### config.mk
export PLATFORM = sky130hd
export DESIGN_NAME = pfc_seq_top
export DESIGN_NICKNAME = d
export VERILOG_FILES = /design/src/rtl/pfc_seq_pkg.sv /design/src/rtl/pfc_flag_sync.sv /design/src/rtl/pfc_seq_fsm.sv /design/src/rtl/pfc_seq_decode.sv /design/src/rtl/pfc_seq_top.sv
export SDC_FILE = /design/constraint.sdc
export NUM_CORES = 1
export LEC_CHECK = 0
export BUFFER_PORTS_ARGS = -buffer_cell sky130_fd_sc_hd__buf_2
export CAP_MARGIN = 10
export CORE_MARGIN = 4
export CORE_UTILIZATION = 30
export DETAILED_ROUTE_END_ITERATION = 7
export GPL_TIMING_DRIVEN = 0
export HOLD_SLACK_MARGIN = 0.08
export PLACE_DENSITY = 0.53
export SLEW_MARGIN = 20
export SYNTH_ARGS = -nofsm -noshare
export SYNTH_HDL_FRONTEND = slang
export SYNTH_SLANG_ARGS = --single-unit
### constraint.sdc
create_clock -name clk -period 1.7 [get_ports clk]
set_input_delay 0.34 -clock clk [delete_from_list [all_inputs] [get_ports clk]]
set_output_delay 0.34 -clock clk [all_outputs]
set_load 0.02 [all_outputs]
### src/rtl/pfc_seq_pkg.sv
package pfc_seq_pkg;

    typedef enum logic [1:0] {
        ST_OFF  = 2'd0,
        ST_SOFT = 2'd1,
        ST_RUN  = 2'd2,
        ST_STBY = 2'd3
    } seq_state_e;

    localparam int NUM_FLAGS = 6;

    typedef struct packed {
        logic vcc_on;
        logic vcc_low;
        logic fb_open;
        logic fb_uv;
        logic fb_ss_done;
        logic fb_ov;
    } flag_s;

    typedef struct packed {
        seq_state_e state;
        logic       uv_hold;
    } fsm_reg_s;

endpackage

### src/rtl/pfc_flag_sync.sv
module pfc_flag_sync #(
    parameter int WIDTH  = 6,
    parameter int STAGES = 2
) (
    input  logic             clk,
    input  logic             rst_n,
    input  logic [WIDTH-1:0] async_i,
    output logic [WIDTH-1:0] sync_o
);
    localparam int LAST = STAGES - 1;

    logic [WIDTH-1:0] chain_d [STAGES];
    logic [WIDTH-1:0] chain_q [STAGES];

    always_comb begin
        chain_d[0] = async_i;
        for (int i = 1; i < STAGES; i++) begin
            chain_d[i] = chain_q[i-1];
        end
    end

    generate
        for (genvar s = 0; s < STAGES; s++) begin : g_stage
            always_ff @(posedge clk or negedge rst_n) begin
                if (!rst_n) chain_q[s] <= '0;
                else        chain_q[s] <= chain_d[s];
            end
        end
    endgenerate

    assign sync_o = chain_q[LAST];
endmodule

### src/rtl/pfc_seq_fsm.sv
module pfc_seq_fsm
    import pfc_seq_pkg::*;
(
    input  logic       clk,
    input  logic       rst_n,
    input  flag_s      flags_i,
    output seq_state_e state_o
);
    fsm_reg_s cur_q, nxt_d;

    always_comb begin
        nxt_d = cur_q;
        if (flags_i.vcc_low) begin
            nxt_d.state   = ST_OFF;
            nxt_d.uv_hold = 1'b0;
        end else begin
            unique case (cur_q.state)
                ST_OFF: begin
                    if (flags_i.vcc_on)
                        nxt_d.state = flags_i.fb_open ? ST_STBY : ST_SOFT;
                end
                ST_SOFT: begin
                    if (flags_i.fb_open)         nxt_d.state = ST_STBY;
                    else if (flags_i.fb_ss_done) nxt_d.state = ST_RUN;
                end
                ST_RUN: begin
                    if (flags_i.fb_open) begin
                        nxt_d.state = ST_STBY;
                    end else if (flags_i.fb_uv) begin
                        nxt_d.state   = ST_STBY;
                        nxt_d.uv_hold = 1'b1;
                    end
                end
                ST_STBY: begin
                    if (cur_q.uv_hold) begin
                        if (flags_i.fb_open) nxt_d.uv_hold = 1'b0;
                    end else if (!flags_i.fb_open) begin
                        nxt_d.state = ST_SOFT;
                    end
                end
                default: nxt_d.state = ST_OFF;
            endcase
        end
    end

    always_ff @(posedge clk or negedge rst_n) begin
        if (!rst_n) begin
            cur_q.state   <= ST_OFF;
            cur_q.uv_hold <= 1'b0;
        end else begin
            cur_q <= nxt_d;
        end
    end

    assign state_o = cur_q.state;

    assert_lockout_off_R6: assert property (@(posedge clk) disable iff (!rst_n)
        flags_i.vcc_low |=> cur_q.state == ST_OFF);

    assert_start_gated_R2: assert property (@(posedge clk) disable iff (!rst_n)
        (cur_q.state == ST_SOFT && $past(cur_q.state) == ST_OFF)
            |-> $past(flags_i.vcc_on && !flags_i.fb_open));

    assert_open_stops_R5: assert property (@(posedge clk) disable iff (!rst_n)
        ((cur_q.state == ST_SOFT || cur_q.state == ST_RUN)
            && flags_i.fb_open && !flags_i.vcc_low) |=> cur_q.state == ST_STBY);

    assert_uv_trip_R7: assert property (@(posedge clk) disable iff (!rst_n)
        (cur_q.state == ST_RUN && flags_i.fb_uv && !flags_i.vcc_low)
            |=> cur_q.state == ST_STBY);

    assert_uv_rearm_R8: assert property (@(posedge clk) disable iff (!rst_n)
        (cur_q.state == ST_STBY && cur_q.uv_hold) |=> cur_q.state != ST_SOFT);
endmodule

### src/rtl/pfc_seq_decode.sv
module pfc_seq_decode
    import pfc_seq_pkg::*;
(
    input  seq_state_e state_i,
    input  logic       ov_i,
    output logic       gate_en,
    output logic       ss_sel,
    output logic       icomp_clamp,
    output logic       duty_trim,
    output logic       standby
);
    logic running;

    always_comb begin
        running     = (state_i == ST_SOFT) || (state_i == ST_RUN);
        gate_en     = running;
        ss_sel      = (state_i == ST_SOFT);
        icomp_clamp = !running;
        standby     = (state_i == ST_STBY);
        duty_trim   = running && ov_i;
    end
endmodule

### src/rtl/pfc_seq_top.sv
module pfc_seq_top
    import pfc_seq_pkg::*;
#(
    parameter int SYNC_STAGES = 2
) (
    input  logic       clk,
    input  logic       rst_n,
    input  logic       vcc_on_a,
    input  logic       vcc_low_a,
    input  logic       fb_open_a,
    input  logic       fb_uv_a,
    input  logic       fb_ss_done_a,
    input  logic       fb_ov_a,
    output logic       gate_en,
    output logic       ss_sel,
    output logic       icomp_clamp,
    output logic       duty_trim,
    output logic       standby,
    output logic [1:0] state_o
);
    flag_s      raw_flags, sync_flags;
    seq_state_e state;

    always_comb begin
        raw_flags.vcc_on     = vcc_on_a;
        raw_flags.vcc_low    = vcc_low_a;
        raw_flags.fb_open    = fb_open_a;
        raw_flags.fb_uv      = fb_uv_a;
        raw_flags.fb_ss_done = fb_ss_done_a;
        raw_flags.fb_ov      = fb_ov_a;
    end

    pfc_flag_sync #(.WIDTH(NUM_FLAGS), .STAGES(SYNC_STAGES)) u_sync (
        .clk     (clk),
        .rst_n   (rst_n),
        .async_i (raw_flags),
        .sync_o  (sync_flags)
    );

    pfc_seq_fsm u_fsm (
        .clk     (clk),
        .rst_n   (rst_n),
        .flags_i (sync_flags),
        .state_o (state)
    );

    pfc_seq_decode u_dec (
        .state_i     (state),
        .ov_i        (sync_flags.fb_ov),
        .gate_en     (gate_en),
        .ss_sel      (ss_sel),
        .icomp_clamp (icomp_clamp),
        .duty_trim   (duty_trim),
        .standby     (standby)
    );

    assign state_o = state;

    assert_trim_keeps_gate_R9: assert property (@(posedge clk) disable iff (!rst_n)
        (sync_flags.fb_ov && state == ST_RUN && !sync_flags.vcc_low
            && !sync_flags.fb_open && !sync_flags.fb_uv) |=> gate_en);
endmodule

==> flow_summary.ini <==
[cts]
clk_latency_ps = 280
clock-sinks = 15
cts_tree = done
clockBufferDepth = 2
cts_root_buf = clkbuf_4
clkSlewWorstSetupHoldPaths_ps = 90
htree_levels = 1
numCtsBuffers = 3

[grt]
grt_start_max_net_pins = 16
antenna_found_initial = 0
grt_pass1_wl_um = 1700
overflow = 0
grt_pass1_vias = 387
grt.total_usage = 0.0895

[floorplan]
fp.dieH_um = 52.1
fp.dieW_um = 52.1
coreArea_um2 = 1780
die_area_um2 = 2710
rows = 15
initial_core_util = 0.327
num_io_pins = 15

[placement]
gp_congestion = 0.757
dp_cells = 83
dpl_worst_slack_ps = 100
port_buffers = 14
dp_hpwl_um = 697

[critical_path]
critPathRequiredTime_ps = 1360
cp.arrival_ps = 1270
endpoint_kind = output port
cp-start-kind = flop
critPathMaxFanout = 4
crit_type = reg2out

[finish]
final_cell_mix = 15 x dfrtp_1, 13 x buf_2, 7 x buf_4, 3 x nand2b_1, 3 x clkbuf_4
synthToLayoutAreaGrowth_pct = 36.9
fin_util = 0.448
final_nets = 82
layout-drive-gt1-share = 0.500
layout.cells.non_filler = 93
layout_commonest_cell = dfrtp_1
n_antenna_cell = 0

[pwr]
powerDensity_nw_per_um2 = 1600
p_clk_frac = 0.154
p_seq_frac = 0.335
p_int_mw = 0.794
power_leakage_nw = 0.385
ir_worst_vdd_mv = 0.642
combPwrFrac = 0.512
sw_frac_of_total = 0.377
p_switching_mw = 0.480

[synthesis]
ys_seq_area_frac = 0.644
synth-seq-cells = 15
synth_warnings = 0
synth_cell_type_count = 16
synthCells = 44
synth_area_per_cell_um2 = 13.3
syn-num-nets = 57
syn_area_um2 = 583

[sta]
finalCritPeriodShare = 0.946
finalClockSkew_ps = 0.379
hold_viol = 0
slew_violations = 0
period_needed_ps = 1610
slew_headroom = 0.739
fmax_ghz = 0.622
setup_viol = 0
final.setup.tns_ps = 0
whs_ps = 161
grt_setup_unrepaired = false
finalWorstSetupSlack_ps = 92.1
tightest_slew_ps = 382

[job]
cap_violations = 0

[route]
wl_um = 985
viasPerCell = 4.27
drc = 0
num_vias = 397
drt_iter0_drc = 5
drtAntennaViolNets = 0
drtPass1Iterations = 3
wl_per_cell_um = 10.6

[run_status]
outcome = completed

[hold_path]
hold_path_class = in2reg
[state kept, by name, summed over array words and instances (netlist names)]
name            cells
u_fsm.cur_q         1
u_fsm.state_o       2
u_sync.chain_d      6
u_sync.sync_o       6
[worst paths after layout]
kind,depth (start not counted),start,slack (ps),to
min,1,fb_uv_a,160,u_sync.chain_d[2]
max in group asynchronous,2,rst_n,970,u_sync.sync_o[3]
min reg2reg,0,u_sync.chain_d[5],350,u_sync.sync_o[5]
max reg2reg,6,u_fsm.state_o[1],110,u_fsm.state_o[0]
min in group asynchronous,2,rst_n,480,u_fsm.cur_q[0]
max,4,u_fsm.state_o[1],90,duty_trim
[cell type report]
| cell class | instances | area (um2) |
|---|---|---|
| multi-input cells | 23 | 210 |
| clock buffers | 3 | 22.5 |
| inverters | 4 | 15.0 |
| well taps | 25 | 31.3 |
| fillers | 181 | 985 |
| clock inverters | 1 | 5.00 |
| plain buffers | 2 | 15.0 |
| flip-flops and latches | 15 | 375 |
| repair buffers | 20 | 124 |
[what timing repair did]
item,in CTS,in global routing
setup endpoints to repair,3,3
hold buffers,1,0
resized for setup,3,8
buffers inserted,2,3
pin swaps,0,2
endpoints found under the hold margin,15,0
[critical path, cell delays in order, from the launching register on]
cell and delay, ps:
dfrtp_1 410, inv_2 110, ha_4 220, and2_4 130, buf_6 120
[synth_stat cells, drive strengths merged]
cell type / number / area [um2]
a21oi: 2 / 10.0
nand2b: 3 / 18.8
a211o: 1 / 8.76
ha: 5 / 62.6
mux2i: 1 / 10.0
dfrtp: 15 / 375
a2111oi: 1 / 8.76
inv: 4 / 15.0
o21ai: 3 / 15.0
and2: 1 / 6.26
or4: 2 / 15.0
o31ai: 2 / 15.0
nor2: 1 / 3.75
nand2: 1 / 3.75
buf: 2 / 15.0
[power groups by stage]
stage | combinational (mW) | clock [mW] | sequential [mW]
6_report | 0.652 | 0.196 | 0.427
4_1_cts | 0.574 | 0.211 | 0.424
3_3_place_gp | 0.482 | 0 | 0.442
3_5_place_dp | 0.489 | 0 | 0.444
2_1_floorplan | 0.358 | 0 | 0.434
5_1_grt | 0.726 | 0.232 | 0.432
[cell families (layout without fill, tap and decap cells)]
logic type               after synthesis  in the layout  share of synthesized area
flip-flops                            15             15                      0.644
multiplexers                           1              1                     0.0172
AND/OR/NAND/NOR                        8              8                     0.0815
adder cells (fa/ha/maj)                5              5                      0.107
AO/OA/AOI/OAI                          9              9                     0.0987
buffers and inverters                  6             30                     0.0515
[per-stage QoR]
step           power, mW  area (um2)
2_1_floorplan      0.792         583
3_3_place_gp       0.924         684
3_5_place_dp       0.933         684
4_1_cts             1.21         749
5_1_grt             1.39         798
6_report            1.27         798
[routing by layer]
| layer | part of all wire | vias up | global-route usage |
|---|---|---|---|
| met1 | 0.44 | 189 | 0.110 |
| met3 | 0.065 | 2 | 0.0344 |
| met2 | 0.48 | 10 | 0.126 |
| met4 | 0.012 | 0 | 0.0655 |
| met5 | 0 | - | 0 |
| li1 | - | 196 | - |
No activity file was read; power rests on OpenSTA's default activity.
